`src/rtl/irq_vec_pkg.sv`:
```
package irq_vec_pkg;
  localparam int unsigned ADDR_W = 2;

  typedef enum logic [ADDR_W-1:0] {
    SEL_FLAG = 2'd0,
    SEL_MASK = 2'd1,
    SEL_CTRL = 2'd2
  } reg_sel_e;

  localparam int unsigned CTRL_GIE_BIT = 0;
endpackage

```
`src/rtl/irq_flag_bank.sv`:
```
module irq_flag_bank #(
  parameter int unsigned NUM_SRC = 7,
  parameter int unsigned VEC_W   = 3
) (
  input  logic               clk_i,
  input  logic               rst_ni,
  input  logic [NUM_SRC-1:0] evt_i,
  input  logic               flag_we_i,
  input  logic               mask_we_i,
  input  logic [NUM_SRC-1:0] wdata_i,
  input  logic               clr_i,
  input  logic [VEC_W-1:0]   clr_idx_i,
  output logic [NUM_SRC-1:0] flag_o,
  output logic [NUM_SRC-1:0] mask_o
);
  for (genvar g = 0; g < NUM_SRC; g++) begin : g_src
    logic flag_q, mask_q, base, hit_clr;

    assign hit_clr = clr_i && (clr_idx_i == VEC_W'(g));
    assign base    = flag_we_i ? wdata_i[g] : flag_q;

    // hardware set wins over both software clear and service clear
    always_ff @(posedge clk_i or negedge rst_ni) begin
      if (!rst_ni) flag_q <= 1'b0;
      else         flag_q <= (base & ~hit_clr) | evt_i[g];
    end

    always_ff @(posedge clk_i or negedge rst_ni) begin
      if (!rst_ni)        mask_q <= 1'b0;
      else if (mask_we_i) mask_q <= wdata_i[g];
    end

    assign flag_o[g] = flag_q;
    assign mask_o[g] = mask_q;
  end
endmodule

```
`src/rtl/irq_prio_enc.sv`:
```
module irq_prio_enc #(
  parameter int unsigned NUM_SRC = 7,
  parameter int unsigned VEC_W   = 3
) (
  input  logic [NUM_SRC-1:0] pend_i,
  output logic               any_o,
  output logic [VEC_W-1:0]   idx_o
);
  // scan downward so the lowest set index is written last
  always_comb begin
    idx_o = '0;
    for (int i = NUM_SRC - 1; i >= 0; i--) begin
      if (pend_i[i]) idx_o = VEC_W'(i);
    end
  end

  assign any_o = |pend_i;
endmodule

```
`src/rtl/irq_call_ctl.sv`:
```
module irq_call_ctl #(
  parameter int unsigned VEC_W = 3
) (
  input  logic             clk_i,
  input  logic             rst_ni,
  input  logic             gie_we_i,
  input  logic             gie_wdata_i,
  input  logic             pend_any_i,
  input  logic [VEC_W-1:0] pend_idx_i,
  input  logic             stack_full_i,
  input  logic             ack_i,
  output logic             gie_o,
  output logic             req_o,
  output logic [VEC_W-1:0] vec_o,
  output logic             serviced_o
);
  logic             gie_q, req_q, launch;
  logic [VEC_W-1:0] vec_q;

  assign serviced_o = req_q && ack_i;
  assign launch     = !req_q && gie_q && pend_any_i && !stack_full_i;

  // service clear beats a software write in the same cycle
  always_ff @(posedge clk_i or negedge rst_ni) begin
    if (!rst_ni)         gie_q <= 1'b0;
    else if (serviced_o) gie_q <= 1'b0;
    else if (gie_we_i)   gie_q <= gie_wdata_i;
  end

  always_ff @(posedge clk_i or negedge rst_ni) begin
    if (!rst_ni) begin
      req_q <= 1'b0;
      vec_q <= '0;
    end else if (serviced_o) begin
      req_q <= 1'b0;
    end else if (launch) begin
      req_q <= 1'b1;
      vec_q <= pend_idx_i;
    end
  end

  assign gie_o = gie_q;
  assign req_o = req_q;
  assign vec_o = vec_q;
endmodule

```
`src/rtl/irq_vec_ctrl.sv`:
```
module irq_vec_ctrl
  import irq_vec_pkg::*;
#(
  parameter int unsigned NUM_SRC = 7,
  parameter int unsigned DATA_W  = 8,
  localparam int unsigned VEC_W  = $clog2(NUM_SRC)
) (
  input  logic               clk_i,
  input  logic               rst_ni,
  input  logic [NUM_SRC-1:0] evt_i,
  input  logic               stack_full_i,
  input  logic               call_ack_i,
  input  logic               reg_we_i,
  input  logic [ADDR_W-1:0]  reg_addr_i,
  input  logic [DATA_W-1:0]  reg_wdata_i,
  output logic [DATA_W-1:0]  reg_rdata_o,
  output logic               call_req_o,
  output logic [VEC_W-1:0]   call_vec_o
);
  logic [NUM_SRC-1:0] flag_q, mask_q, pend;
  logic               gie_q, pend_any, serviced;
  logic [VEC_W-1:0]   pend_idx;
  logic               we_flag, we_mask, we_ctrl;

  assign we_flag = reg_we_i && (reg_addr_i == SEL_FLAG);
  assign we_mask = reg_we_i && (reg_addr_i == SEL_MASK);
  assign we_ctrl = reg_we_i && (reg_addr_i == SEL_CTRL);

  irq_flag_bank #(.NUM_SRC(NUM_SRC), .VEC_W(VEC_W)) u_bank (
    .clk_i     (clk_i),
    .rst_ni    (rst_ni),
    .evt_i     (evt_i),
    .flag_we_i (we_flag),
    .mask_we_i (we_mask),
    .wdata_i   (reg_wdata_i[NUM_SRC-1:0]),
    .clr_i     (serviced),
    .clr_idx_i (call_vec_o),
    .flag_o    (flag_q),
    .mask_o    (mask_q)
  );

  assign pend = flag_q & mask_q;

  irq_prio_enc #(.NUM_SRC(NUM_SRC), .VEC_W(VEC_W)) u_prio (
    .pend_i (pend),
    .any_o  (pend_any),
    .idx_o  (pend_idx)
  );

  irq_call_ctl #(.VEC_W(VEC_W)) u_call (
    .clk_i        (clk_i),
    .rst_ni       (rst_ni),
    .gie_we_i     (we_ctrl),
    .gie_wdata_i  (reg_wdata_i[CTRL_GIE_BIT]),
    .pend_any_i   (pend_any),
    .pend_idx_i   (pend_idx),
    .stack_full_i (stack_full_i),
    .ack_i        (call_ack_i),
    .gie_o        (gie_q),
    .req_o        (call_req_o),
    .vec_o        (call_vec_o),
    .serviced_o   (serviced)
  );

  always_comb begin
    reg_rdata_o = '0;
    case (reg_addr_i)
      SEL_FLAG: reg_rdata_o = DATA_W'(flag_q);
      SEL_MASK: reg_rdata_o = DATA_W'(mask_q);
      SEL_CTRL: reg_rdata_o[CTRL_GIE_BIT] = gie_q;
      default:  reg_rdata_o = '0;
    endcase
  end
endmodule

```
`config.mk`:
```
export PLATFORM = sky130hd
export DESIGN_NAME = irq_vec_ctrl
export DESIGN_NICKNAME = d
export VERILOG_FILES = /design/src/rtl/irq_vec_pkg.sv /design/src/rtl/irq_flag_bank.sv /design/src/rtl/irq_prio_enc.sv /design/src/rtl/irq_call_ctl.sv /design/src/rtl/irq_vec_ctrl.sv
export SDC_FILE = /design/constraint.sdc
export NUM_CORES = 1
export LEC_CHECK = 0
export ABC_AREA = 1
export CAP_MARGIN = 25
export CORE_ASPECT_RATIO = 1.75
export CORE_UTILIZATION = 35
export DETAILED_ROUTE_END_ITERATION = 8
export DONT_BUFFER_PORTS = 1
export PLACE_DENSITY = 0.58
export SLEW_MARGIN = 5
export SYNTH_ARGS = -nofsm -noshare
export SYNTH_HDL_FRONTEND = slang
export SYNTH_HIERARCHICAL = 1
export SYNTH_SLANG_ARGS = --single-unit
export TNS_END_PERCENT = 1
```
`constraint.sdc`:
```
create_clock -name clk_i -period 2.1 [get_ports clk_i]
set_input_delay 0.42 -clock clk_i [delete_from_list [all_inputs] [get_ports clk_i]]
set_output_delay 0.42 -clock clk_i [all_outputs]
set_load 0.01 [all_outputs]
```
==> metrics list, run 1 <==
* Status: finished, final reports clean
- Vias in the first global route: 1,043
* Count of pins on the block boundary: 34
- In this run the tightest slew margin relative to its limit is 41.6%.
* CP Max Fanout: 4
- Compared with the post-synthesis result, the final layout area differs by -1.71%.
* Largest clock skew in the final design: 5.62 ps
- In this run the power density over the cells is 867 nW/um^2.
- Setup repair after global routing left no endpoint under its margin.
- For this run, design rule violations remaining after detail routing come to 0.
- In the layout the commonest cells are nand2_1, inv_1, dfrtp_1, nand3_1, o21ai_0.
- Max-capacitance violation count: 0
- Port bufs: 0
* Die Outline Area: 4030 um^2
* Average wire per cell in the routed design: 11.2 um
- HPWL Detailed: 2190 um
- Counting the buffers created by CTS gives 3.
- Wires add up to 2650 um.
* Endpoint required time on the critical path: 2240 ps
* Pins Over Slew Limit: 0
- Overall global routing resource usage: 14.3%
- After technology mapping, the gate count stands at 202.
- First-pass iteration count of the detailed router: 4
* Ant diodes: 0
* Count of warnings emitted by yosys: 6
- Floorplan row count: 29
* Root Buffer: clkbuf_8
- Combined area of the multi-input logic cells: 552 um^2
- The first global-routing pass estimated 4440 um of wire.
- Summing every instance area after synthesis gives 1320 um^2.
- Type of the tightest min-delay check: primary input to flop
* Final core utilization: 35.7%
- Area taken by flip-flops and latches: 475 um^2
- The clock period could shrink to 1320 ps.
* DR vias/cell: 4.39
- The number of antenna violations at the first check in global routing came to 0.
- The layout has 441 filler cells.
* Category of the worst setup path capture point: flop
- Average size of a mapped cell: 6.53 um^2
- The die is 48.4 um wide.
- For the pin with the worst max-slew slack, the measured transition is 872 ps.
- CP arrival: 1460 ps
- Placement-stage worst setup slack: 701 ps
- The initial utilization of the core area, before any placement, comes to 36.3%.
* Yosys cell types: 19
* Portion of the clock cycle consumed by the worst path in the final layout: 62.8%
* Detailed Route Iter0 Violations: 26
- Post-route ant nets: 0
- Skew-Pair Late Insertion Delay: 260 ps
- Summing over every cut layer, the via total after detailed routing is 1,037.
* Register area share after synthesis: 36.1%
- Max IR drop VDD: 0.000481 V
- Fmax achieved: 0.758 GHz
- The critical path in this run is classified as flop to flop.
- Clock buffer depth: 2
- For this run the aggregate overflow at the end of global routing stands at 0.
- H-tree lvl count: 1
* Post-CTS clock slew at the launch and capture registers of the worst setup and hold paths: 70 ps
* CTS tree: built
- Number of nets in the synthesized netlist: 224
- Buffers added to address setup during post-CTS repair amount to 0.
* Pin count of the biggest net entering global routing: 20
- Worst Setup Slack, final: 781 ps
* Area of the placeable core: 3630 um^2
- Type of element launching the critical path: flop
- Endpoints failing setup: 0
- Number of failing hold endpoints at the final stage: 0
* Register bit count reported by yosys: 19
- The tree built by TritonCTS fans out to 19 sinks.
* Number of nets in the final layout: 213
* Commonest non-fill, non-tap cell in the layout: nand2_1
- Across all hold checks on the routed design, the worst slack comes to 254 ps.
* Final total negative setup slack: 0 ps
- The floorplan step set the die height to 83.2 um.
- Summed over all cells, the static leakage comes to 0.741 nW.
- Final GP Congestion: 0.831
- Cells with a size suffix above 1 make up 8.95% of the layout.
[repair_timing]
| action | in CTS | in global routing |
|---|---|---|
| hold endpoints to repair | 19 | 0 |
| hold buffers | 1 | 0 |
| resized for setup | 0 | 0 |
[worst paths after layout]
check                                        from                      to  slack [ps]  depth (start not counted)
setup reg to reg           u_bank/g_src[5].mask_q            u_call/req_o         780                          8
hold / removal                           evt_i[3]  u_bank/g_src[3].flag_q         250                          2
min in group asynchronous                  rst_ni            u_call/gie_o         720                          1
max in group asynchronous                  rst_ni  u_bank/g_src[1].mask_q         840                          1
hold reg to reg            u_bank/g_src[2].mask_q  u_bank/g_src[2].mask_q         550                          2
setup / recovery           u_bank/g_src[5].mask_q            u_call/req_o         780                          8
[state kept, by name, indices dropped and copies added, names as in the netlist]
register and flops:
u_bank/g_src.flag_q 7, u_bank/g_src.mask_q 7, u_call/gie_o 1, u_call/req_o 1, u_call/vec_o 3
[critical path: stages (launching register included)]
cell and delay [ps]:
dfrtp_1 390, nand2_1 70, inv_1 60, nor3_2 230, nand4_1 120, nand2_1 90
inv_1 70, nand2_2 90, o21ai_0 80
[cell usage after synthesis, drive strengths merged]
cell type   n  area share, %
nor3        4            2.7
conb        1           0.28
o21ai       9            3.4
nand2      85             24
buf        18             11
a21oi       2            1.0
nand4       1           0.47
nor2       11            4.6
dfrtp      19             36
inv        39             11
nand3      13            4.9
[final cells by class]
type / count / area share, %
repair buffers: 2 / 1.35
well taps: 46 / 4.44
inverters: 39 / 11.5
flip-flops and latches: 19 / 36.7
clock buffers: 4 / 3.47
multi-input cells: 126 / 42.6
[per-stage QoR]
| step | instance area [um^2] | power [W] | std cells |
|---|---|---|---|
| 2_1_floorplan | 1320 | 0.000852 | 202 |
| 3_3_place_gp | 1240 | 0.000866 | 231 |
| 3_5_place_dp | 1240 | 0.000871 | 231 |
| 4_1_cts | 1300 | 0.00114 | 236 |
| 5_1_grt | 1300 | 0.00122 | 236 |
| 6_report | 1300 | 0.00112 | 236 |
[where the power goes]
group	leakage, nW	internal [W]	switching (W)
Combinational	0.502	0.000110	0.000206
Clock	0.0228	0.000135	0.000121
Sequential	0.217	0.000446	0.000107
Total	0.741	0.000690	0.000434
[routing by layer]
layer  GRT usage, %  routed length, um
met1           14.0               1030
met2           26.5               1440
met3           3.11                115
met4           8.82                 70
met5              0                  0
[cells by family (layout without fill, tap and decap cells)]
logic type             Yosys count  in the layout  share of synthesized area (%)
AO/OA/AOI/OAI                   11             11                           4.46
AND/OR/NAND/NOR                114            114                           37.1
buffers and inverters           57             45                           22.1
other                            1              1                          0.284
flip-flops                      19             19                           36.1
Power figures use the tool's default switching activity.
==> run 2, diff against run 1 <==
- PLACE_DENSITY: 0.58 -> 0.6
- clock period: 2.1 -> 1.1 ns (I/O delays scaled with it)
==> run 2 against run 1 <==
Net effect:
- the run now ends with setup timing left
- highest routed layer unchanged
- clock skew shrank 4.2 ps
- count of clock-buffer cells in the layout is the same
- via count grew 11%
- final area grew 21%
- final cell count grew 9.3%
- global-route usage grew 1.8 points
- non-clock buffer count grew 22
- largest cell class unchanged
==> metrics list, run 2 (synthesized netlist as in run 1, its figures left out) <==
- Once the floorplan was initialized, standard cells occupied 36.3% of the core.
- In this run the register-to-register setup slack is -110 ps.
- Status: finished, violations left
- Post-route ant nets: 0
- The clock net in this run drives a total of 19 sinks.
* CP arrival: 1010 ps
- Worst max-slew margin expressed relative to the limit: 42.4%
- The library cell used most frequently in the layout, excluding fill and tap cells, is nand2_1.
- Compared with the post-synthesis result, the final layout area differs by 19.4%.
* Number of nets in the final layout: 235
- Detailed Route WL: 3020 um
- The design draws 0.00248 W.
- The number of max-slew violations in the final report is 0.
- Entering global routing, the biggest net connects 20 pins.
- Global-route wire length before repair: 4950 um
- The startpoint identified for the worst hold timing path is call_ack_i.
- Sequential cells account for 40.7% of the total power.
- HPWL Detailed: 2390 um
- Endpoint required time on the critical path: 880 ps
- Skew-Pair Late Insertion Delay: 260 ps
* Die Outline Area: 4030 um^2
- By startpoint and endpoint, the worst setup path is classified as flop to primary output.
- In this run the worst hold path is classified as primary input to flop.
- The worst setup path is launched from a flop.
- Area of the placeable core: 3630 um^2
* Average wire per cell in the routed design: 11.7 um
- Once routing completed, OpenROAD measured the worst setup slack at -126 ps.
* Port bufs: 0
- Root Buffer: clkbuf_8
* Overall global routing resource usage: 16.1%
* Part of the power in combinational logic: 39.5%
- Failing checks: setup timing
* Lkg Pwr: 0.878 nW
- At the placement stage, the worst setup path has a slack of -123 ps.
- Vias in the first global route: 1,120
* Detailed Route Iter0 Violations: 17
- Net switching is 37.4% of the power.
- First-pass iteration count of the detailed router: 4
* Clock buffer depth: 2
- Chip width: 48.4 um
* Post-CTS clock slew at the launch and capture registers of the worst setup and hold paths: 70 ps
* Antenna violations before repair: 0
- Fmax achieved: 0.816 GHz
- Across the VDD grid, the largest voltage drop is 0.000905 V.
- Setup repair after global routing missed its margin: true
- The worst register-to-register path ends at u_call/vec_o[2].
- For hold timing, the worst endpoint is u_call/req_o.
- The post-route netlist has 29.7% of its cells at a drive strength greater than 1.
* Final non-filler cell area: 1570 um^2
* Switching component of the power: 0.000926 W
- The worst path in the final design needs a cycle of 1230 ps, including I/O delays and setup.
- The internal portion of the total power is 0.00155 W.
- Final total negative setup slack: -717 ps
- The number of clock buffers added by TritonCTS is 3.
- Cells fill 43.4% of the core in the end.
- Number of vias in the routed layout: 1,154
* Clock network fraction of design power: 19.8%
* Commonest cells after routing, fill and taps aside: nand2_1, inv_1, dfrtp_1, nand2_2, buf_4
- In the routed design, unresolved DRC markers number 0.
* Ant diodes: 0
- Floorplan row count: 29
- Dividing the detail-routed via count by the number of cells gives 4.47.
* Power per cell area: 1570 nW/um^2
* Y dimension of the die: 83.2 um
- Clock skew on the completed layout was measured at 1.44 ps.
- CP Max Fanout: 2
- Count of cells along the worst register-to-register path: 8
- CTS built an H-tree with a depth of 1.
- Portion of the clock cycle consumed by the worst path in the final layout: 111%
- Counting instances, the worst hold path has a depth of 1.
- TritonCTS built the clock tree.
- Residual overflow from global routing: 0
- Category of the worst setup path capture point: primary output
- The tool flagged a number of max-cap violations equal to 0.
* Placed standard-cell area: 1400 um^2
* Actual transition at the worst max-transition pin: 863 ps
* Endpoints failing setup: 11
* Count of pins on the block boundary: 34
- RR Startpoint: u_bank/g_src[6].flag_q
- Routability-driven placement finished with a final weighted congestion of 0.773.
- The final hold violation count is 0.
## run 2: timing repair
item	4_1_cts	5_1_grt
endpoints found under the hold margin	19	0
pin swaps	11	1
gates resized for setup	27	6
buffers inserted	0	1
hold buffers	1	0
endpoints found under the setup margin	11	39
## run 2: worst max-delay path by stage
stage	startpoint	endpoint	slack [ps]	depth (start not counted)
floorplan	u_bank/g_src[4].mask_q	u_call/req_o	-110	9
global placement	u_bank/g_src[4].mask_q	u_call/req_o	-120	8
detailed placement	u_bank/g_src[4].flag_q	u_call/req_o	-120	8
CTS	u_bank/g_src[4].flag_q	u_call/req_o	-120	8
global route	u_bank/g_src[4].flag_q	u_call/vec_o[2]	-200	8
finish	u_bank/g_src[6].mask_q	reg_rdata_o[6]	-130	4
## run 2: per-stage QoR
step                hold slack (ps)  cells
finish                         44.3    258
global placement              -75.1    252
floorplan                     -75.6    202
global route                   40.8    258
detailed placement            -75.1    252
CTS                            36.4    257
## run 2: area by class of cell
type | instances | area, um^2
clock buffer | 4 | 45.0
fill | 385 | 2050
inverter | 39 | 149
multi-input combinational | 126 | 624
sequential | 19 | 475
tap | 46 | 57.6
timing repair buffer | 24 | 223
## run 2: per-layer routing
metal,vias to the layer above,global-route usage (%),part of all wire [%]
li1,605,-,-
met1,513,16.8,41
met2,29,30.2,53
met3,7,2.56,3.4
met4,0,8.02,2.6
met5,-,0,0
## run 2: power by group through the flow
stage                     clock, W  combinational (W)  sequential, W
final                     0.000491           0.000978        0.00101
after global routing      0.000534            0.00110        0.00103
after CTS                 0.000510           0.000945        0.00101
after detailed placement         0           0.000863        0.00101
after global placement           0           0.000852        0.00101
after floorplan                  0           0.000635        0.00101
## run 2: critical path: stages, from the launching register on
cell     delay (ps)
dfrtp_1         380
buf_4           130
buf_6           100
nand3_2          60
nand2_2          60
